==> config.mk <==
export PLATFORM = sky130hd
export DESIGN_NAME = dual_ctx_issue_arb
export DESIGN_NICKNAME = d
export VERILOG_FILES = /design/src/rtl/mtia_pkg.sv /design/src/rtl/mtia_pick.sv /design/src/rtl/mtia_ctx_pc.sv /design/src/rtl/mtia_issue_reg.sv /design/src/rtl/dual_ctx_issue_arb.sv
export SDC_FILE = /design/constraint.sdc
export NUM_CORES = 1
export LEC_CHECK = 0
export BUFFER_PORTS_ARGS = -buffer_cell sky130_fd_sc_hd__buf_2
export CAP_MARGIN = 20
export CORE_MARGIN = 3
export CORE_UTILIZATION = 56
export CTS_CLUSTER_SIZE = 16
export DETAILED_ROUTE_END_ITERATION = 8
export GPL_TIMING_DRIVEN = 0
export PLACE_DENSITY_LB_ADDON = 0.12
export SLEW_MARGIN = 10
export SYNTH_ARGS = -nofsm -noshare
export SYNTH_HDL_FRONTEND = slang
export SYNTH_SLANG_ARGS = --single-unit
==> constraint.sdc <==
create_clock -name clk -period 3.5 [get_ports clk]
set_input_delay 0.7 -clock clk [delete_from_list [all_inputs] [get_ports clk]]
set_output_delay 0.7 -clock clk [all_outputs]
set_load 0.03 [all_outputs]
==> src/rtl/mtia_pkg.sv <==
package mtia_pkg;
  localparam int unsigned NCTX = 2;
  typedef logic [NCTX-1:0] ctx_vec_t;
endpackage

==> src/rtl/mtia_pick.sv <==
module mtia_pick
  import mtia_pkg::*;
(
  input  logic     clk,
  input  logic     rst,
  input  ctx_vec_t elig,
  output ctx_vec_t sel_d,
  output ctx_vec_t grant_q
);
  logic last_q;

  always_comb begin
    unique case (elig)
      2'b11:   sel_d = last_q ? 2'b01 : 2'b10;
      2'b01:   sel_d = 2'b01;
      2'b10:   sel_d = 2'b10;
      default: sel_d = 2'b00;
    endcase
  end

  always_ff @(posedge clk) begin
    if (rst) begin
      grant_q <= '0;
      last_q  <= 1'b1;
    end else begin
      grant_q <= sel_d;
      if (|sel_d) last_q <= sel_d[1];
    end
  end

  AST_ALTERNATE: assert property (@(posedge clk) disable iff (rst)
    (elig == 2'b11 && grant_q != 2'b00) |=> (grant_q == ~$past(grant_q)));
  AST_SOLE_CTX0: assert property (@(posedge clk) disable iff (rst)
    (elig == 2'b01) |=> (grant_q == 2'b01));
  AST_SOLE_CTX1: assert property (@(posedge clk) disable iff (rst)
    (elig == 2'b10) |=> (grant_q == 2'b10));
  AST_IDLE_CORE: assert property (@(posedge clk) disable iff (rst)
    (elig == 2'b00) |=> (grant_q == 2'b00));
endmodule

==> src/rtl/mtia_ctx_pc.sv <==
module mtia_ctx_pc #(
  parameter int unsigned PC_W     = 32,
  parameter int unsigned STEP     = 4,
  parameter logic [PC_W-1:0] RESET_PC = '0
) (
  input  logic            clk,
  input  logic            rst,
  input  logic            sel,
  input  logic            redir_vld,
  input  logic [PC_W-1:0] redir_pc,
  output logic [PC_W-1:0] eff_pc,
  output logic [PC_W-1:0] pc_q
);
  localparam logic [PC_W-1:0] STEP_V = PC_W'(STEP);

  assign eff_pc = redir_vld ? redir_pc : pc_q;

  always_ff @(posedge clk) begin
    if (rst)      pc_q <= RESET_PC;
    else if (sel) pc_q <= eff_pc + STEP_V;
    else          pc_q <= eff_pc;
  end

  AST_PC_ADVANCE: assert property (@(posedge clk) disable iff (rst)
    (sel && !redir_vld) |=> (pc_q == $past(pc_q) + STEP_V));
  AST_PC_REDIRECT: assert property (@(posedge clk) disable iff (rst)
    (sel && redir_vld) |=> (pc_q == $past(redir_pc) + STEP_V));
  AST_PC_HOLD: assert property (@(posedge clk) disable iff (rst)
    (!sel && !redir_vld) |=> $stable(pc_q));
endmodule

==> src/rtl/mtia_issue_reg.sv <==
module mtia_issue_reg
  import mtia_pkg::*;
#(
  parameter int unsigned PC_W = 32
) (
  input  logic                 clk,
  input  logic                 rst,
  input  ctx_vec_t             sel_d,
  input  logic [NCTX*PC_W-1:0] eff_pcs,
  output logic                 tid_q,
  output logic [PC_W-1:0]      pc_q
);
  always_ff @(posedge clk) begin
    if (rst) begin
      tid_q <= 1'b0;
      pc_q  <= '0;
    end else if (sel_d[1]) begin
      tid_q <= 1'b1;
      pc_q  <= eff_pcs[PC_W +: PC_W];
    end else if (sel_d[0]) begin
      tid_q <= 1'b0;
      pc_q  <= eff_pcs[0 +: PC_W];
    end
  end

  AST_IDLE_HOLD: assert property (@(posedge clk) disable iff (rst)
    (sel_d == 2'b00) |=> ($stable(tid_q) && $stable(pc_q)));
endmodule

==> src/rtl/dual_ctx_issue_arb.sv <==
module dual_ctx_issue_arb
  import mtia_pkg::*;
#(
  parameter int unsigned PC_W = 32,
  parameter int unsigned STEP = 4,
  parameter logic [NCTX*PC_W-1:0] RESET_PCS = {32'h0000_2000, 32'h0000_1000}
) (
  input  logic                 clk,
  input  logic                 rst,
  input  logic [NCTX-1:0]      req_valid,
  input  logic [NCTX-1:0]      stall,
  input  logic [NCTX-1:0]      redir_valid,
  input  logic [NCTX*PC_W-1:0] redir_pc,
  output logic [NCTX-1:0]      grant,
  output logic                 grant_tid,
  output logic [PC_W-1:0]      grant_pc
);
  ctx_vec_t             elig;
  ctx_vec_t             sel_d;
  logic [NCTX*PC_W-1:0] eff_pcs;
  logic [NCTX*PC_W-1:0] ctx_pcs;

  assign elig = req_valid & ~stall;

  mtia_pick u_pick (
    .clk     (clk),
    .rst     (rst),
    .elig    (elig),
    .sel_d   (sel_d),
    .grant_q (grant)
  );

  for (genvar i = 0; i < NCTX; i++) begin : g_ctx
    mtia_ctx_pc #(
      .PC_W     (PC_W),
      .STEP     (STEP),
      .RESET_PC (RESET_PCS[i*PC_W +: PC_W])
    ) u_ctx (
      .clk       (clk),
      .rst       (rst),
      .sel       (sel_d[i]),
      .redir_vld (redir_valid[i]),
      .redir_pc  (redir_pc[i*PC_W +: PC_W]),
      .eff_pc    (eff_pcs[i*PC_W +: PC_W]),
      .pc_q      (ctx_pcs[i*PC_W +: PC_W])
    );

    AST_NO_INVALID_GRANT: assert property (@(posedge clk) disable iff (rst)
      grant[i] |-> $past(req_valid[i] && !stall[i]));
  end

  mtia_issue_reg #(.PC_W(PC_W)) u_out (
    .clk     (clk),
    .rst     (rst),
    .sel_d   (sel_d),
    .eff_pcs (eff_pcs),
    .tid_q   (grant_tid),
    .pc_q    (grant_pc)
  );

  AST_TID_MATCH: assert property (@(posedge clk) disable iff (rst)
    (grant != 2'b00) |-> (grant_tid == grant[1]));

  logic unused_pcs;
  assign unused_pcs = ^ctx_pcs;
endmodule

# Word-level counts from Yosys, hierarchy flattened
# Index checks and enable logic that the tools add are counted.
dict set report op_classes {
  reduce_logical 2
  bitwise 2
  n_addsub 2
  eq_ne 3
  muxes 10
}
# cell count
set op_table {}
lappend op_table {{$mux W32} 6}
lappend op_table {{$add A32 B3 Y32 const B} 2}
lappend op_table {{$pmux W2 S3} 1}
lappend op_table {{$eq A2 B2 Y1 const B} 2}
lappend op_table {{$and A2 B2 Y2} 1}
lappend op_table {{$eq A2 B1 Y1 const B} 1}
lappend op_table {{$mux W1} 2}
lappend op_table {{$mux W2} 1}
lappend op_table {{$not A2 Y2} 1}
lappend op_table {{$reduce_bool A2 Y1} 1}
lappend op_table {{$reduce_or A2 Y1} 1}
dict set report word_totals {
  register_bits 100
  wordCells 25
  in_bits 72
}

# Longest topological paths before layout
dict set report depth {
  depth_word 6
  mapped_depth 12
}

# Cells and area by module
# Synthesis repeated with hierarchy kept, for this count alone.
dict set report unflattened {
  cells_unflattened 642
  hier_area_um2 6018.3
}
# module cells_each seq_area_each_um2 area_per_inst_um2 n_inst
set by_module_without_submodules {}
lappend by_module_without_submodules {{mtia_ctx_pc at g_ctx[1].u_ctx} 242 640.6 2207.1 1}
lappend by_module_without_submodules {{mtia_ctx_pc at g_ctx[0].u_ctx} 240 640.6 2125.8 1}
lappend by_module_without_submodules {mtia_issue_reg 146 660.6 1545.2 1}
lappend by_module_without_submodules {mtia_pick 12 60.1 112.6 1}
lappend by_module_without_submodules {dual_ctx_issue_arb 2 0.0 27.5 1}

# Worst setup path after synthesis
# OpenSTA, ideal clock, no wires.
dict set report synth_path {
  path_type {input-to-reg}
  from {in redir_valid[1]}
  to {reg g_ctx[1].u_ctx.pc_q[20]}
  cell_stages 12
  arrival_ns 3.162
  setup_time_ns 0.060
  n_path_buf 4
  slack_ns 0.278
  path_cell_list {buf_2 buf_2 buf_2 buf_2 mux2i_1 inv_1 ha_1 and2_1 a32o_1 nand4b_2 or4b_2 nand2_1}
}
dict set report synth_between {
  elab_chain_len 3
}
# item line
set synth_rtl {}
lappend synth_rtl {{start, declared} dual_ctx_issue_arb.sv:12} ;# input logic [NCTX-1:0] redir_valid,
lappend synth_rtl {{$mux W32 (*)} mtia_ctx_pc.sv:16} ;# assign eff_pc = redir_vld ? redir_pc : pc_q;
lappend synth_rtl {{$add A32 B3 Y32} mtia_ctx_pc.sv:20} ;# else if (sel) pc_q <= eff_pc + STEP_V;
lappend synth_rtl {{$mux W32 (*)} mtia_ctx_pc.sv:20}
lappend synth_rtl {{end signal, assigned} mtia_ctx_pc.sv:20}
lappend synth_rtl {{end signal, assigned} mtia_ctx_pc.sv:21} ;# else pc_q <= eff_pc;
lappend synth_rtl {{end, declared} mtia_ctx_pc.sv:12} ;# output logic [PC_W-1:0] pc_q
# Mark *: on every way between the ends. The rest lies on a longest branch, timed or not.
# A chain may end at the register's enable or synchronous reset.

# Worst setup path in the final report
# Same ends and word-level chain as after synthesis.

==> results by group <==
STA
  • Period minus WS final: 3.30 ns
  • Worst relative slew slack: between 40% and 50%
  • Final Hold Viols: 0
  • Worst slew pin tran: approximately 0.88 ns
  • Final worst path period share: a little over nine tenths
  • RSZ-0062 raised after global routing: false
  • Max Clock Freq: 0.303 GHz
  • Fin. max-slew vios: 0
  • Setup violations, final: 0
  • Final clock skew: between 0.015 and 0.02 ns

Global routing
  • Total global-route track usage: between 30% and 40%
  • Largest net degree at the start of global routing: 18
  • First-pass GRT wire length: 28300 µm
  • Grt ovf: 0
  • Vias in the first global route: between 5000 and 6000
  • Initial antenna violation count: 0

Floorplanning
  • I/O pins: approximately 110
  • Core Area: approximately 9400 µm²
  • Die X: ~110 µm
  • Initial Util: 58.6%
  • Die area: between 10000 and 15000 µm²
  • Die height: roughly 110 µm
  • # rows: 35

Logic synthesis
  • Dominant synthesized flop cell: dfxtp_1
  • Largest family of logic cells by synthesized area: simple AND/OR/NAND/NOR gates
  • Async SR Flop Fraction: 0%
  • Post-synthesis mux area share: between 10% and 20%
  • Commonest cells post-synth: dfxtp_1, nand2_1, mux2i_1, nor2_1, o21ai_0
  • Most frequent cell after synthesis: dfxtp_1
  • Synth Area in XOR/XNOR: under 10%
  • Synthesized cell area: roughly 5500 µm²
  • Cell taking the most area after synthesis: dfxtp_1
  • Post-Syn Nets: around 700
  • Synth Area in Adders: less than 1%
  • FF+latch count, synth: 100
  • Yosys cell types: 67
  • Yosys warning total: 0
  • Post-Syn Instances: about 640
  • Share of the yosys chip area belonging to registers: between 30% and 40%
  • Area contributors post-synth: dfxtp_1, mux2i_1, nand2_1
  • Simple-gate share of the synthesized area: 24.5%
  • Number of synthesized flops with an enable pin: 0
  • Top-area cell type share of the netlist area: a little over a third
  • Avg Cell Area, Syn: approximately 8.6 µm²
  • Post-synthesis compound-gate area fraction: between 10% and 20%

Placement
  • RePlAce Congestion: between 0.9 and 1
  • Port bufs: ~110
  • Post-DP HPWL: roughly 14000 µm
  • Post-Place Cells: 874

Worst setup path
  • Worst Setup EP: g_ctx[1].u_ctx.pc_q[20]
  • CP endpoint kind: register
  • Worst setup path start: redir_valid[1]
  • Reg2reg end: g_ctx[0].u_ctx.pc_q[29]
  • R2R depth: 6
  • Flop-to-flop setup slack: 1.15 ns
  • Type of origin of the critical path: primary input
  • CP arrival: 3.64 ns
  • Crit path kind: primary input to register
  • Worst r2r src: u_pick.last_q
  • CP required: about 3.8 ns
  • Crit path max fanout: 10

Final layout
  • Layout cells sized above 1: between 20% and 30%
  • Area growth, synth to finish: 17.0%
  • Antenna cells: 0
  • Fin cells: 890
  • Nets: 830

Drt
  • Initial detailed-routing violation count: between 500 and 600
  • Wire per inst: 20.2 µm
  • DR pass1 iterations: 7
  • Drc violations: 0
  • DR vias/cell: about 6.3
  • DR vias: about 5600
  • Post-route antenna net violation count: 0
  • WL final: 18000 µm

Pwr
  • Leakage Power: 0.00271 µW
  • Max rail drop VDD: 0.192 mV
  • Power per cell area: between 400 and 500 nW/µm²
  • Int Power: 1840 µW
  • Final total power: 2690 µW
  • Flop pwr share: a little under half
  • Clock power share: roughly a third
  • Switching Share: 31.5%
  • Combinational share of power: ~21%
  • Switching power: 848 µW

CTS
  • Post-CTS Resized: 1
  • CTS tree: yes
  • Cts bufs inserted: 9
  • Clock sinks: 100
  • Hold buffers post-CTS: 0
  • Clk slew on worst S/H paths: 0.11 ns
  • Postcts setup bufs: 0
  • Clk buf depth: 2
  • Root Buffer: clkbuf_8
  • H-tree depth: 3
  • Worst skew pair latency: between 0.3 and 0.4 ns

Run
  • Max_cap viols: 0

Status
  • Status: complete, no violations

Min path
  • Worst Hold Class: register to register
  • Hold Startpoint: u_out.pc_q[2]
  • Hold depth: 2
power groups by stage:
stage	clock network [µW]	registers [µW]	logic, µW
2_1_floorplan	0	1340	290
3_3_place_gp	0	1290	525
3_5_place_dp	0	1290	539
4_1_cts	865	1260	542
5_1_grt	909	1270	594
6_report	872	1270	553
layout make-up:
type                            instances  area (µm²)
Buffer                                 41         204
Clock buffer                           10         138
Clock inverter                          6        91.3
Fill cell                             818        2960
Inverter                                7        26.3
Multi-Input combinational cell        491        3310
Sequential cell                       100        2000
Tap cell                              129         161
Timing Repair Buffer                  106         531
cells in the final DEF, fill, tap and decap left out, types with 4 or more instances in the layout:
cell type	count
a221oi_1	14
nand2_1	67
nor2_1	50
nand4_1	20
a21oi_1	32
o21ai_0	33
o31a_1	7
inv_1	7
nand2b_1	7
dfxtp_1	100
nor2b_1	4
or3_1	5
clkbuf_1	23
clkbuf_8	10
nand3_1	24
mux2i_1	57
o211ai_1	6
a211oi_1	8
nor3_1	21
nand4b_1	7
o221ai_1	6
buf_2	113
and3_1	6
nor4_1	11
xnor2_1	17
mux2_2	14
a31o_2	4
nand3b_1	8
o21a_1	5
worst min-delay path by stage:
stage | to | slack, ns
after floorplan | g_ctx[1].u_ctx.pc_q[1] | 0.45
after global placement | u_out.pc_q[3] | 0.44
after detailed placement | u_out.pc_q[2] | 0.45
after CTS | u_out.pc_q[2] | 0.46
after global routing | u_out.pc_q[2] | 0.49
final | u_out.pc_q[2] | 0.46
per-layer routing:
metal / track usage, % / wire, µm / vias up
met5: 0 / 0 / -
met4: 12.7 / 456 / 0
met3: 3.55 / 1650 / 36
met2: 51.8 / 8430 / 307
met1: 43.5 / 7440 / 2635
li1: - / - / 2626
flip-flops by register name, summed over array words and instances (netlist names):
register and cells:
g_ctx.u_ctx.pc_q 64, u_pick.last_q 1, u_out.pc_q 32, u_pick.grant_q 2
u_out.tid_q 1
logic make-up (layout without fill, tap and decap cells):
kind of cell,after synthesis,after routing
DFF,100,100
AOI/OAI and AO/OA,143,143
muxes,72,72
adders and majority gates,2,2
xor gates and xnor gates,20,20
buffers and inverters,48,170
and+or+nand+nor,254,254
critical path: stages:
cell,delay (ns)
buf_2,0.10
buf_2,0.22
clkbuf_4,0.26
clkbuf_4,0.29
buf_4,0.27
mux2i_1,0.15
inv_1,0.09
ha_1,0.19
and2_1,0.14
a32o_1,0.25
nand4b_4,0.22
or4b_2,0.66
nand2_1,0.08
through the flow:
step	TNS (ns)	cell area [µm²]	utilization (%)	hold WS (ns)	worst slack [ns]
finish	0	6460	68.6	0.462	0.196
global route	0	6460	68.6	0.487	0.00269
CTS	0	6440	68.5	0.463	0.0299
detailed placement	-2.87	6210	66.0	0.447	-0.485
global placement	-2.22	6210	66.0	0.442	-0.439
floorplan	0	5520	-	0.450	0.278
Note: power is estimated with default switching activity, not from simulation.
